<file path="src/rtl/dlc_pkg.sv">
package dlc_pkg;

    typedef enum logic {
        DIR_DOWN = 1'b0,
        DIR_UP   = 1'b1
    } dir_e;

endpackage

</file>
<file path="src/rtl/dlc_sync.sv">
module dlc_sync #(
    parameter int STAGES = 2
) (
    input  logic clk,
    input  logic rst,
    input  logic d,
    output logic q
);

    typedef struct packed {
        logic [STAGES-1:0] sh;
    } sync_t;

    sync_t s_d, s_q;

    always_comb begin
        s_d    = s_q;
        s_d.sh = {s_q.sh[STAGES-2:0], d};
    end

    always_ff @(posedge clk) begin
        if (rst) s_q <= '0;
        else     s_q <= s_d;
    end

    assign q = s_q.sh[STAGES-1];

endmodule

</file>
<file path="src/rtl/dlc_prescaler.sv">
module dlc_prescaler #(
    parameter int W = 6
) (
    input  logic clk,
    input  logic rst,
    output logic tick
);

    typedef struct packed {
        logic [W-1:0] cnt;
    } pre_t;

    pre_t s_d, s_q;

    always_comb begin
        s_d     = s_q;
        s_d.cnt = s_q.cnt + 1'b1;
    end

    always_ff @(posedge clk) begin
        if (rst) s_q <= '0;
        else     s_q <= s_d;
    end

    // overflow of the free-running count gates the loop
    assign tick = &s_q.cnt;

endmodule

</file>
<file path="src/rtl/dlc_therm.sv">
module dlc_therm
    import dlc_pkg::*;
#(
    parameter int N = 16
) (
    input  logic         clk,
    input  logic         rst,
    input  logic         tick,
    input  dir_e         dir,
    output logic [N-1:0] word
);

    localparam logic [N-1:0] HALF = {{(N - N/2){1'b0}}, {(N/2){1'b1}}};

    typedef struct packed {
        logic [N-1:0] word;  // live stage outputs
        logic [N-1:0] dly;   // stage outputs one cycle late
        logic [N-1:1] en;    // enable wavefront per stage
        logic [N-1:1] up;    // direction travelling with it
    } therm_t;

    therm_t s_d, s_q;

    logic [N-1:0] en_s;
    logic [N-1:0] up_s;
    logic [N-1:0] from_lo;
    logic [N-1:0] from_hi;

    assign en_s[0]    = tick;
    assign up_s[0]    = (dir == DIR_UP);
    assign from_lo[0] = 1'b1;          // ones enter at the low end
    assign from_hi[N-1] = 1'b0;        // zeros enter at the high end

    for (genvar g = 1; g < N; g++) begin : g_stage_ctl
        assign en_s[g]    = s_q.en[g];
        assign up_s[g]    = s_q.up[g];
        assign from_lo[g] = s_q.dly[g-1];
    end

    for (genvar g = 0; g < N - 1; g++) begin : g_stage_hi
        assign from_hi[g] = s_q.word[g+1];
    end

    always_comb begin
        s_d     = s_q;
        s_d.dly = s_q.word;
        for (int i = 1; i < N; i++) begin
            s_d.en[i] = en_s[i-1];
            s_d.up[i] = up_s[i-1];
        end
        for (int i = 0; i < N; i++) begin
            if (en_s[i]) begin
                s_d.word[i] = up_s[i] ? from_lo[i] : from_hi[i];
            end
        end
    end

    always_ff @(posedge clk) begin
        if (rst) begin
            s_q.word <= HALF;
            s_q.dly  <= HALF;
            s_q.en   <= '0;
            s_q.up   <= '0;
        end else begin
            s_q <= s_d;
        end
    end

    assign word = s_q.word;

endmodule

</file>
<file path="src/rtl/dlc_monitor.sv">
module dlc_monitor
    import dlc_pkg::*;
#(
    parameter int N  = 16,
    parameter int LW = 4
) (
    input  logic          clk,
    input  logic          rst,
    input  logic          tick,
    input  dir_e          dir,
    input  logic [N-1:0]  word,
    input  logic [LW-1:0] lock_len,
    output logic          locked,
    output logic          saturated
);

    localparam logic [LW-1:0] RUN_MAX = '1;

    typedef struct packed {
        logic          have_prev;
        dir_e          prev;
        logic [LW-1:0] run;
        logic          lock;
        logic          sat;
    } mon_t;

    mon_t s_d, s_q;

    logic full;
    logic empty;
    logic alt;

    assign full  = &word;
    assign empty = ~|word;
    assign alt   = s_q.have_prev && (dir != s_q.prev);

    always_comb begin
        s_d = s_q;
        if (tick) begin
            if (alt) s_d.run = (s_q.run == RUN_MAX) ? s_q.run : s_q.run + 1'b1;
            else     s_d.run = '0;
            s_d.lock      = (s_d.run >= lock_len);
            s_d.sat       = (full && dir == DIR_UP) || (empty && dir == DIR_DOWN);
            s_d.have_prev = 1'b1;
            s_d.prev      = dir;
        end
    end

    always_ff @(posedge clk) begin
        if (rst) s_q <= '{have_prev: 1'b0, prev: DIR_DOWN, run: '0, lock: 1'b0, sat: 1'b0};
        else     s_q <= s_d;
    end

    assign locked    = s_q.lock;
    assign saturated = s_q.sat;

endmodule

</file>
<file path="src/rtl/dlc_ctrl.sv">
module dlc_ctrl
    import dlc_pkg::*;
#(
    parameter int THERM_N     = 16,
    parameter int PRESC_W     = 6,
    parameter int LOCK_W      = 4,
    parameter int SYNC_STAGES = 2
) (
    input  logic               clk,
    input  logic               rst,
    input  logic               pd_up_raw,
    input  logic [LOCK_W-1:0]  lock_len,
    output logic [THERM_N-1:0] ctrl_word,
    output logic               locked,
    output logic               saturated
);

    logic dir_sync;
    logic tick;
    dir_e dir;

    dlc_sync #(.STAGES(SYNC_STAGES)) i_sync (
        .clk (clk),
        .rst (rst),
        .d   (pd_up_raw),
        .q   (dir_sync)
    );

    assign dir = dir_e'(dir_sync);

    dlc_prescaler #(.W(PRESC_W)) i_presc (
        .clk  (clk),
        .rst  (rst),
        .tick (tick)
    );

    dlc_therm #(.N(THERM_N)) i_therm (
        .clk  (clk),
        .rst  (rst),
        .tick (tick),
        .dir  (dir),
        .word (ctrl_word)
    );

    dlc_monitor #(.N(THERM_N), .LW(LOCK_W)) i_mon (
        .clk       (clk),
        .rst       (rst),
        .tick      (tick),
        .dir       (dir),
        .word      (ctrl_word),
        .lock_len  (lock_len),
        .locked    (locked),
        .saturated (saturated)
    );

endmodule

</file>
<file path="config.mk">
export PLATFORM = sky130hd
export DESIGN_NAME = dlc_ctrl
export DESIGN_NICKNAME = d
export VERILOG_FILES = /design/src/rtl/dlc_pkg.sv /design/src/rtl/dlc_sync.sv /design/src/rtl/dlc_prescaler.sv /design/src/rtl/dlc_therm.sv /design/src/rtl/dlc_monitor.sv /design/src/rtl/dlc_ctrl.sv
export SDC_FILE = /design/constraint.sdc
export NUM_CORES = 1
export LEC_CHECK = 0
export ABC_AREA = 1
export BUFFER_PORTS_ARGS = -buffer_cell sky130_fd_sc_hd__buf_4
export CAP_MARGIN = 20
export CORE_MARGIN = 3
export CORE_UTILIZATION = 40
export CTS_CLUSTER_SIZE = 16
export DETAILED_ROUTE_END_ITERATION = 10
export GPL_ROUTABILITY_DRIVEN = 0
export SYNTH_ARGS = -nofsm -noshare
export SYNTH_HDL_FRONTEND = slang
export SYNTH_SLANG_ARGS = --single-unit
</file>
<file path="constraint.sdc">
create_clock -name clk -period 3.9 [get_ports clk]
set_input_delay 0.39 -clock clk [delete_from_list [all_inputs] [get_ports clk]]
set_output_delay 0.39 -clock clk [all_outputs]
set_load 0.01 [all_outputs]
</file>
======== After elaboration in Yosys (flattened, before gate mapping) ========
Cells that the tools add are included.
Widths: inputs -> output; s select.
storage, ports and cells
  logic and storage cells ................. 59
  bits of input ports ..................... 7
  register bits after elaboration ......... 77
operators by class
  $add $sub $neg .......................... 2
  reductions and logical operators ........ 8
  bitwise logic cells ..................... 1
  $lt $le $gt $ge ......................... 1
  equal/unequal tests ..................... 2
  mux-type cells .......................... 19
operators with widths
  operator             count
  $mux 1               16
  $reduce_and 16->1    1
  $reduce_or 16->1     1
  $mux 4               3
  $add 6x1->6 const B  1
  $reduce_and 6->1     1
  $add 4x1->4 const B  1
  $eq 4x4->1 const B   1
  $ge 4x4->1           1
  $logic_and 1x1->1    3
  $logic_not 1->1      1
  $logic_or 1x1->1     1
  $ne 1x1->1           1
  $not 1->1            1

======== Logic depth before layout (Yosys ltp) ========
  depth after elaboration ................. 5
  depth in mapped cells ................... 15
  gate-level depth less buffers ........... 15

======== By module ========
Synthesis repeated with hierarchy kept, for this count alone.
unflattened totals
  cells, all modules ...................... 402
  area, all modules ....................... 3052.9 um^2
by module, submodules not included
  module         instances  seq. area each (um^2)  area an instance (um^2)  cells an instance
  dlc_therm      1          1221.2                 2123.3                   262
  dlc_monitor    1          160.2                  618.1                    100
  dlc_prescaler  1          120.1                  256.5                    34
  dlc_sync       1          40.0                   55.1                     6

======== Worst setup path after synthesis ========
OpenSTA, ideal clock, no wires.
  path type ............................... reg-to-reg
  start point ............................. register i_mon.s_q[2] (netlist name)
  end point ............................... register i_mon.s_q (netlist bit i_mon.locked)
  buffers on the path ..................... 0
  data required time ...................... 3834 ps
  path slack .............................. 2221 ps
  data arrival time ....................... 1613 ps
  clock period less this slack ............ 1679 ps
  stages on the path, launching flop included .. 16
  cell sequence ........................... dfxtp_1 > ha_1 > nand2_1 > inv_1 > nand2_1 > nor2_1 > nor2_1 > nand2_1 > inv_1 > ha_1 > inv_1 > o21bai_1 > nand2_1 > nand3_1 > nand2_2 > a21oi_2
between the ends
  word-level cells in the longest chain between the ends .. 5
ends and longest elaborated chain
  item                                              RTL line           RTL
  start: declaration                                dlc_monitor.sv:27  mon_t s_d, s_q;
  start signal: assignment                          dlc_monitor.sv:50  if (rst) s_q <= '{have_prev: 1'b0, prev: DIR_DOWN, run: '0, lock: 1'b0, sat: 1'b0};
  $add 4x1->4 / $eq 4x4->1 (equally long branches)  dlc_monitor.sv:40  if (alt) s_d.run = (s_q.run == RUN_MAX) ? s_q.run : s_q.run + 1'b1;
  $mux 4 * (2 in series)                            dlc_monitor.sv:40
  $mux 4 *                                          dlc_monitor.sv:39  if (tick) begin
  $ge 4x4->1 *                                      dlc_monitor.sv:42  s_d.lock = (s_d.run >= lock_len);
Every way passes the cells marked *; elsewhere a longest branch is shown, timed or not. The select of a mux whose other input is x is not followed.
A chain may end at the register's enable or synchronous reset.

======== Worst setup path after layout ========
Same ends and word-level chain as after synthesis.

==> metrics.csv <==
metric,value,unit
cts_setup_buffers,0,
synth.distinct_cells,27,
num_rows,30,
drt_iter0_drc,93,
dieArea,8400,µm²
seqCellArea,1540,µm²
cts_hold_buf,0,
cts_resized,0,
drive_above_1_share,13.5,%
overflow,0,
fin_tns_setup,0,ps
antenna_found_initial,0,
final.setup_skew,8.63,ps
reg2reg_setup_slack,2050,ps
hold_viol,0,
n_antenna_cell,0,
cts_htree_levels,3,
root_buffer,clkbuf_8,
numPlacedInstances,459,
yosys_register_bits,77,
fillers,712,
finalWirelength,5.05,mm
crit_arrival,2130,ps
rsz0062_at_grt,false,
slew_headroom,52.1,%
multiInputGateArea,962,µm²
num_vias,2055,
period_share,47.5,%
critical_path.cell_chain,"ha_1, nand2_1, inv_1, nand2_1, nor2_1, nor2_1, nand2_1, inv_1, ha_1, inv_1, o21bai_1, nand2_1, nand3_1, nand2_2, a21oi_2",
synthTopCellsByArea,"dfxtp_1 (53%), nor2_1 (9.0%), inv_1 (8.1%), nand2_1 (5.9%), o21ai_0 (4.8%)",
syn_area,2930,µm²
avgSynthCellArea,8.08,µm²
critical_path_class,flip-flop to flip-flop,
end_kind,flip-flop,
setup_violations,0,
hold_class,input pin to flip-flop,
drcViolationCount,0,
cp_slowest_cell,dfxtp_1,
yosysTopAreaCellShare,52.5,%
status,"complete, no violations",
grt_pass1_wl,8.87,mm
cp_top_family,simple AND/OR/NAND/NOR gates,
final_cells,473,
slew_viol_final,0,
io_pins,25,
drtAntennaViolNets,0,
max_freq,540,MHz
die_w,91.6,µm
tightest_slew,718,ps
syn_inst,363,
synth_top_area_cell,dfxtp_1,
powerDensity,428,nW/µm²
syn_nets,376,
p_leak,1.42,nW
grt_max_degree,51,
clk_path_buf_depth,2,
coreArea,6940,µm²
die_y,91.6,µm
yosys_warnings,0,
holdWs,249,ps
grt_usage,13.5,%
min_period,1850,ps
nets,387,
critPathBufInv,3,
cp_common_cell,nand2_1,
critPathMaxFanout,5,
viasPerCell,4.34,
tritoncts,done,
wl_per_cell,10.7,µm
seq_area_frac_synth,52.5,%
cts_buffers,9,
cts_sinks,77,
initial_core_util,42.3,%
peakVddDrop,0.235,mV
startpoint_type,flip-flop,
syn2layout_area_growth,10.1,%
dr.pass1.iters,4,
io_buffers,24,
dp_hpwl,3.48,mm
worst_ep_required_time,4180,ps
clkLatencyLatePin,350,ps
clk_pin_slew,70,ps
grt_pass1_vias,1950,
cpPeakStageDelay,390,ps
cap_violations,0,
==> worst reg2reg max path: stages, from the launching register on <==
cell and delay [ps]:
dfxtp_1 390, ha_1 180, nand2_1 70, inv_1 70, nand2_1 90, nor2_1 100, nor2_1 50, nand2_1 70
inv_1 40, ha_1 280, inv_1 40, o21bai_1 120, nand2_1 60, nand3_1 80, nand2_2 50, a21oi_2 110
==> final cells by class <==
class | count | share of cell area, %
clock buffer | 9 | 3.83
clock inverter | 5 | 1.67
inverter | 65 | 7.71
multi-input combinational | 197 | 29.8
sequential | 77 | 47.7
tap | 96 | 3.72
timing repair buffer | 24 | 5.58
==> where the power goes <==
part	internal (mW)	leakage (nW)	switching (mW)
logic	0.00862	0.708	0.0183
clock network	0.286	0.0947	0.279
registers	0.790	0.622	0.00249
total	1.08	1.42	0.300
==> logic make-up (layout without fill, tap and decap cells) <==
group / count (synthesis) / count (layout) / synth area share, %
flops: 77 / 77 / 52.5
fa+ha+maj: 6 / 6 / 2.56
buf+inv: 89 / 103 / 14.7
compound gates: 55 / 55 / 10.8
xor+xnor: 1 / 1 / 0.299
simple gates: 135 / 135 / 19.1
==> final timing paths <==
kind,from,endpoint,cells after the start
worst min-delay path,pd_up_raw,i_sync.s_q[0],3
worst max-delay path,i_mon.s_q[2],i_mon.locked,15
worst min register to register,i_sync.s_q[0],i_sync.s_q[1],2
worst max register to register,i_mon.s_q[2],i_mon.locked,15
==> per-stage QoR <==
stage                     cell area (µm²)  setup WS, ps  util (%)  total power [mW]
final                                3230          2050      46.5              1.38
after global routing                 3230          1780      46.5              1.44
after CTS                            3230          2020      46.5              1.40
after detailed placement             3050          2050      44.0             0.838
after global placement               3050          2120      44.0             0.837
after floorplan                      2930          2220         -             0.830
==> Yosys cell counts, drive strengths merged <==
cell and instances:
ha 6, clkinv 1, xor2 1, or2 1, o211ai 7, nand4 3, nor2 71, dfxtp 77
o21ai 30, inv 64, o21bai 1, and3 1, nand2 48, nand3 9, a21oi 17, buf 24
nor3 2
==> registers in the layout (all words and copies together) (netlist names) <==
register and cells:
i_therm.s_d 14, i_mon.s_q 6, i_therm.word 16, i_sync.s_q 2, i_presc.s_q 6, i_therm.from_lo 15, i_therm.s_q 1, i_therm.en_s 15
i_mon.locked 1, i_mon.saturated 1
==> layout by cell type (no fill, tap or decap) <==
cell and n:
nand2_2 2, inv_1 63, nand2_1 46, o211ai_1 7, nand4_4 1, buf_4 24
bufinv_16 1, or2_0 1, o21ai_2 2, xor2_1 1, clkinv_4 2, and3_1 1
o21bai_1 1, clkinv_2 3, inv_2 1, a21oi_2 4, o21ai_0 28, dfxtp_1 77
a21oi_1 13, nand3_1 8, ha_1 6, nand4_1 2, nor3_1 2, clkbuf_8 9
nand3_2 1, nor2_1 70, nor2_2 1
==> routing by layer <==
metal	global-route usage, %	wire, µm	vias to the layer above
met5	0	0	-
met4	4.15	67	0
met3	5.82	270	7
met2	20.9	2220	31
met1	17.0	2490	900
li1	-	-	1117
Note: power is estimated with default switching activity, not from simulation.
